$ cat src/rtl/mprx_pkg.sv
package mprx_pkg;
    typedef enum logic [2:0] {
        S_IDLE  = 3'd0,
        S_START = 3'd1,
        S_DATA  = 3'd2,
        S_FLAG  = 3'd3,
        S_STOP  = 3'd4
    } rx_state_t;
endpackage

$ cat src/rtl/mprx_sampler.sv
module mprx_sampler
    import mprx_pkg::*;
#(
    parameter int OSR = 16,
    parameter int DW  = 8
) (
    input  logic          clk,
    input  logic          rst_n,
    input  logic          rx_i,
    input  logic          tick_i,
    input  logic          len_full_i,
    output logic          done_o,
    output logic [DW-1:0] data_o,
    output logic          flag_o,
    output logic          stop_ok_o
);
    localparam int CW = $clog2(OSR);
    localparam int BW = $clog2(DW);
    localparam logic [CW-1:0] HALF = CW'(OSR / 2 - 1);
    localparam logic [CW-1:0] LAST = CW'(OSR - 1);

    typedef struct packed {
        rx_state_t     st;
        logic [1:0]    sync;
        logic [CW-1:0] cnt;
        logic [BW-1:0] idx;
        logic [DW-1:0] sh;
        logic          flag;
        logic          stop_ok;
        logic          done;
    } smp_t;

    smp_t          s_d, s_q;
    logic          rx_s;
    logic [BW-1:0] last_idx;

    assign rx_s     = s_q.sync[1];
    assign last_idx = len_full_i ? BW'(DW - 1) : BW'(DW - 2);

    always_comb begin
        s_d      = s_q;
        s_d.done = 1'b0;
        s_d.sync = {s_q.sync[0], rx_i};
        if (tick_i) begin
            case (s_q.st)
                S_IDLE: begin
                    if (!rx_s) begin
                        s_d.st  = S_START;
                        s_d.cnt = '0;
                    end
                end
                S_START: begin
                    if (s_q.cnt == HALF) begin
                        s_d.cnt = '0;
                        s_d.idx = '0;
                        s_d.st  = rx_s ? S_IDLE : S_DATA;
                    end else begin
                        s_d.cnt = s_q.cnt + 1'b1;
                    end
                end
                S_DATA: begin
                    if (s_q.cnt == LAST) begin
                        s_d.cnt = '0;
                        s_d.sh  = {rx_s, s_q.sh[DW-1:1]};
                        if (s_q.idx == last_idx) s_d.st = S_FLAG;
                        else                     s_d.idx = s_q.idx + 1'b1;
                    end else begin
                        s_d.cnt = s_q.cnt + 1'b1;
                    end
                end
                S_FLAG: begin
                    if (s_q.cnt == LAST) begin
                        s_d.cnt  = '0;
                        s_d.flag = rx_s;
                        s_d.st   = S_STOP;
                    end else begin
                        s_d.cnt = s_q.cnt + 1'b1;
                    end
                end
                S_STOP: begin
                    if (s_q.cnt == LAST) begin
                        s_d.cnt     = '0;
                        s_d.stop_ok = rx_s;
                        s_d.done    = 1'b1;
                        s_d.st      = S_IDLE;
                    end else begin
                        s_d.cnt = s_q.cnt + 1'b1;
                    end
                end
                default: s_d.st = S_IDLE;
            endcase
        end
    end

    always_ff @(posedge clk or negedge rst_n) begin
        if (!rst_n) begin
            s_q      <= '0;
            s_q.sync <= 2'b11;
        end else begin
            s_q <= s_d;
        end
    end

    assign done_o    = s_q.done;
    assign data_o    = len_full_i ? s_q.sh : (s_q.sh >> 1);
    assign flag_o    = s_q.flag;
    assign stop_ok_o = s_q.stop_ok;
endmodule

$ cat src/rtl/mprx_buffer.sv
module mprx_buffer #(
    parameter int DW = 8
) (
    input  logic          clk,
    input  logic          rst_n,
    input  logic          done_i,
    input  logic [DW-1:0] data_i,
    input  logic          flag_i,
    input  logic          stop_ok_i,
    input  logic          rd_i,
    input  logic          err_clr_i,
    input  logic          wake_set_i,
    output logic [DW-1:0] data_o,
    output logic          mpb_o,
    output logic          full_o,
    output logic          fer_o,
    output logic          ore_o,
    output logic          wake_o
);
    typedef struct packed {
        logic [DW-1:0] data;
        logic          mpb;
        logic          full;
        logic          fer;
        logic          ore;
        logic          wake;
    } buf_t;

    buf_t b_d, b_q;
    logic full_eff;
    logic accept;

    assign full_eff = b_q.full & ~rd_i;
    assign accept   = done_i & ~(b_q.wake & ~flag_i);

    always_comb begin
        b_d      = b_q;
        b_d.full = full_eff;
        if (err_clr_i) begin
            b_d.fer = 1'b0;
            b_d.ore = 1'b0;
        end
        if (accept) begin
            b_d.wake = 1'b0;
            if (full_eff) begin
                b_d.ore = 1'b1;
            end else begin
                b_d.data = data_i;
                b_d.mpb  = flag_i;
                b_d.full = 1'b1;
                if (!stop_ok_i) b_d.fer = 1'b1;
            end
        end
        if (wake_set_i) b_d.wake = 1'b1;
    end

    always_ff @(posedge clk or negedge rst_n) begin
        if (!rst_n) b_q <= '0;
        else        b_q <= b_d;
    end

    assign data_o = b_q.data;
    assign mpb_o  = b_q.mpb;
    assign full_o = b_q.full;
    assign fer_o  = b_q.fer;
    assign ore_o  = b_q.ore;
    assign wake_o = b_q.wake;
endmodule

$ cat src/rtl/mpuart_rx.sv
module mpuart_rx #(
    parameter int OSR    = 16,
    parameter int DATA_W = 8
) (
    input  logic              clk,
    input  logic              rst_n,
    input  logic              rx_i,
    input  logic              tick_i,
    input  logic              len8_i,
    input  logic              wake_set_i,
    input  logic              rie_i,
    input  logic              rd_i,
    input  logic              err_clr_i,
    output logic [DATA_W-1:0] data_o,
    output logic              mpb_o,
    output logic              full_o,
    output logic              fer_o,
    output logic              ore_o,
    output logic              wake_o,
    output logic              irq_o
);
    logic              smp_done;
    logic [DATA_W-1:0] smp_data;
    logic              smp_flag;
    logic              smp_stop_ok;

    mprx_sampler #(.OSR(OSR), .DW(DATA_W)) u_sampler (
        .clk        (clk),
        .rst_n      (rst_n),
        .rx_i       (rx_i),
        .tick_i     (tick_i),
        .len_full_i (len8_i),
        .done_o     (smp_done),
        .data_o     (smp_data),
        .flag_o     (smp_flag),
        .stop_ok_o  (smp_stop_ok)
    );

    mprx_buffer #(.DW(DATA_W)) u_buffer (
        .clk        (clk),
        .rst_n      (rst_n),
        .done_i     (smp_done),
        .data_i     (smp_data),
        .flag_i     (smp_flag),
        .stop_ok_i  (smp_stop_ok),
        .rd_i       (rd_i),
        .err_clr_i  (err_clr_i),
        .wake_set_i (wake_set_i),
        .data_o     (data_o),
        .mpb_o      (mpb_o),
        .full_o     (full_o),
        .fer_o      (fer_o),
        .ore_o      (ore_o),
        .wake_o     (wake_o)
    );

    assign irq_o = rie_i & full_o;
endmodule

$ cat config.mk
export PLATFORM = sky130hd
export DESIGN_NAME = mpuart_rx
export DESIGN_NICKNAME = d
export VERILOG_FILES = /design/src/rtl/mprx_pkg.sv /design/src/rtl/mprx_sampler.sv /design/src/rtl/mprx_buffer.sv /design/src/rtl/mpuart_rx.sv
export SDC_FILE = /design/constraint.sdc
export NUM_CORES = 1
export LEC_CHECK = 0
export ABC_CLOCK_PERIOD_IN_PS = 2200
export BUFFER_PORTS_ARGS = -buffer_cell sky130_fd_sc_hd__buf_2
export CAP_MARGIN = 20
export CORE_MARGIN = 2
export CORE_UTILIZATION = 45
export CTS_BUF_LIST = sky130_fd_sc_hd__clkbuf_16
export CTS_CLUSTER_SIZE = 14
export DETAILED_ROUTE_END_ITERATION = 10
export SYNTH_ARGS = -nofsm -noshare
export SYNTH_HDL_FRONTEND = slang
export SYNTH_SLANG_ARGS = --single-unit
$ cat constraint.sdc
create_clock -name clk -period 2.2 [get_ports clk]
set_input_delay 0.44 -clock clk [delete_from_list [all_inputs] [get_ports clk]]
set_output_delay 0.44 -clock clk [all_outputs]
set_load 0.05 [all_outputs]
==> qor.txt <==
status: finished clean
flops & latches, synth: 36
DR top layer: met4
Cells after Synth: 159
DRC: 0
top post-synthesis cells by count: dfrtp_1, nand2_1, o21ai_0
Crit. End Element: register
pins over their slew limit: 0
register-to-register setup slack: 0.33 ns
CTS clk-pin slew, worst paths: 0.05 ns
Initial DRT Pass Iterations: 4
Rows: 22
Port-buffer cells: 22
crit share post-route: 84.9%
Sw Share: 25.5%
HP Class: in2async
Post-Syn Nets: 170
Routed Antenna Nets: 0
final non-filler cell total: 231
M1 WL: 1330 um
later-pin clock latency in the skew report: 0.27 ns
clock period minus worst slack: 1.87 ns
Reg2Reg Launch Point: u_sampler.s_q[14]
met2 wire len: 1520 um
RSZ-0062 raised after global routing: false
beginning of the critical path: u_sampler.s_q[14]
DR vias: 1231
post-cts resize count: 0
largest net degree at the start of global routing: 37
top-area cell type share of the netlist area: 50.1%
Root Buffer: clkbuf_16
reg2reg path depth: 5
Slew @ Worst Pin: 0.762 ns
FMAX: 535 MHz
CP max-delay cell: or4_1
Comb power frac: 11.8%
initial antenna violation count: 0
max incr delay on CP: 0.55 ns
Stages on worst setup path: 5
LEAKAGE: 0.975 nW
pre-CTS setup slack: 0.353 ns
top-count cell post-synth: dfrtp_1
Setup Fix Bufs, Post-CTS: 0
total CTS buffers: 5
fillcell total: 332
Sink Count: 36
max-cap violation count: 0
Synth async-reset ratio: 100%
setup ws final: 0.332 ns
CP Cell Sequence: ha_1, nand3_1, or4_1, o21ai_0, mux2i_1
met3 wire length: 121 um
top_reg_cell synth: dfrtp_1
final net count: 193
TNS Setup: 0 ns
Relative slew margins: 49.2%
global-route wire length before repair: 5300 um
Core Area: 3630 um2
post-synthesis sequential area ratio: 53.2%
most area-consuming cells after synthesis: dfrtp_1, mux2_2, mux2i_1
Sequential Power Share: 45.7%
number of global-route vias before repair: 1174
gr ovfl total: 0
Bufs and invs on worst path: 0
reg2reg end: u_sampler.s_q[12]
Post-DP HPWL: 2140 um
Largest delay share family, worst path: simple AND/OR/NAND/NOR gates
DIE HEIGHT: 65.4 um
Clock Path Buffers: 2
Vias/cell: 5.33
DIE AREA: 4280 um2
crit path capture: u_sampler.s_q[12]
post-synth top area cell: dfrtp_1
synth warn: 0
die width: 65.4 um
H-tree Lvls: 2
sw power: 0.462 mW
Startpoint Class: register
I/O pins: 23
# diodes: 0
Area Growth Syn to Fin: 18.0%
crit path max fanout: 7
Clock power frac: 42.5%
WS Path Type: reg2reg
Initial DRC Count: 39
GPL Wtd Cong: 0.837
Total GRT Usage: 16.5%
pwr/cell area: 904 nW/um2
number of flops mapped to enable cells by yosys: 0
Syn Std Cell Area: 1700 um2
CTS tree: built
Detailed Route WL: 3050 um
CP arrival: 2.06 ns
DP Cell Count: 223
Core Util, Final: 55.1%
P_int: 1.35 mW
Avg Inst Size Synth: 10.7 um2
Hold-fix buffers, CTS: 0
maximum vdd drop: 0.000342 V
Starting Density: 46.7%
wire per inst: 13.2 um
Final Hold Viols: 0
synth unique cells: 38
final setup fails: 0
layout cells sized above 1: 24.6%
Max Clock Skew: 0.00222 ns
Required @ worst endpoint: 2.40 ns
## per-layer routing
metal / vias to the layer above / track usage (%)
li1: 617 / -
met1: 579 / 19.7
met2: 25 / 27.4
met3: 10 / 5.14
met4: 0 / 7.03
met5: - / 0
## cell usage in the layout (no fill, tap or decap), types with 3 or more instances in the layout
| master | netlist | layout |
|---|---|---|
| nand2b_1 | 3 | 3 |
| nor3_1 | 5 | 5 |
| nand3_1 | 4 | 4 |
| buf_2 | 2 | 22 |
| mux2i_1 | 8 | 8 |
| a21oi_1 | 4 | 4 |
| dfrtp_1 | 34 | 34 |
| mux2_2 | 11 | 11 |
| a21o_1 | 3 | 3 |
| nor2_1 | 3 | 3 |
| inv_1 | 9 | 10 |
| o21ai_0 | 16 | 16 |
| nand2_1 | 19 | 19 |
| clkbuf_16 | 0 | 5 |
| o22ai_1 | 4 | 4 |
## power groups by stage
stage          logic (mW)  clock network, mW  registers [mW]
2_1_floorplan       0.200                  0           0.782
3_3_place_gp        0.207                  0           0.834
3_5_place_dp        0.212                  0           0.837
4_1_cts             0.216              0.790           0.826
5_1_grt             0.243              0.825           0.841
6_report            0.214              0.769           0.828
## stage by stage
stage	total power [mW]	instance area (um2)	hold WS, ns
2_1_floorplan	0.982	1700	0.144
3_3_place_gp	1.04	1840	0.346
3_5_place_dp	1.05	1840	0.347
4_1_cts	1.83	2000	0.263
5_1_grt	1.91	2000	0.264
6_report	1.81	2000	0.240
## cell families after synthesis
group                    after synthesis  share of synthesized area (%)
AO/OA/AOI/OAI                         36                           13.1
AND/OR/NAND/NOR                       49                           15.0
XOR/XNOR                               1                          0.959
buffers and inverters                 16                           4.13
multiplexers                          19                           12.0
adder cells (fa/ha/maj)                2                           1.47
flip-flops                            36                           53.2
## registers in the layout, indices dropped and copies added, names as in the netlist
register	flops
u_sampler.s_q	18
u_buffer.data_o	8
u_buffer.fer_o	1
u_buffer.full_o	1
u_buffer.mpb_o	1
u_buffer.ore_o	1
u_buffer.wake_o	1
u_sampler.done_o	1
u_sampler.flag_o	1
u_sampler.rx_s	1
u_sampler.s_d	1
u_sampler.stop_ok_o	1
## area by class of cell
class	count	area [um2]	share of cell area [%]
flip-flops and latches	36	903	45.1
clock buffers	5	125	6.25
repair buffers	23	118	5.88
clock inverters	3	38.8	1.94
multi-input cells	107	723	36.1
well taps	48	60.1	3.00
inverters	9	33.8	1.69
## worst min path at each step
stage	from	end	cells after the start	slack, ns
after global placement	u_sampler.s_d[19]	u_sampler.rx_s	0	0.35
after global routing	rx_i	u_sampler.s_d[19]	1	0.26
after detailed placement	u_sampler.s_d[19]	u_sampler.rx_s	0	0.35
after floorplan	rst_n	u_buffer.data_o[0]	0	0.14
after CTS	rx_i	u_sampler.s_d[19]	1	0.26
final	rst_n	u_buffer.full_o	1	0.24
(Power assumes the default switching activity.)
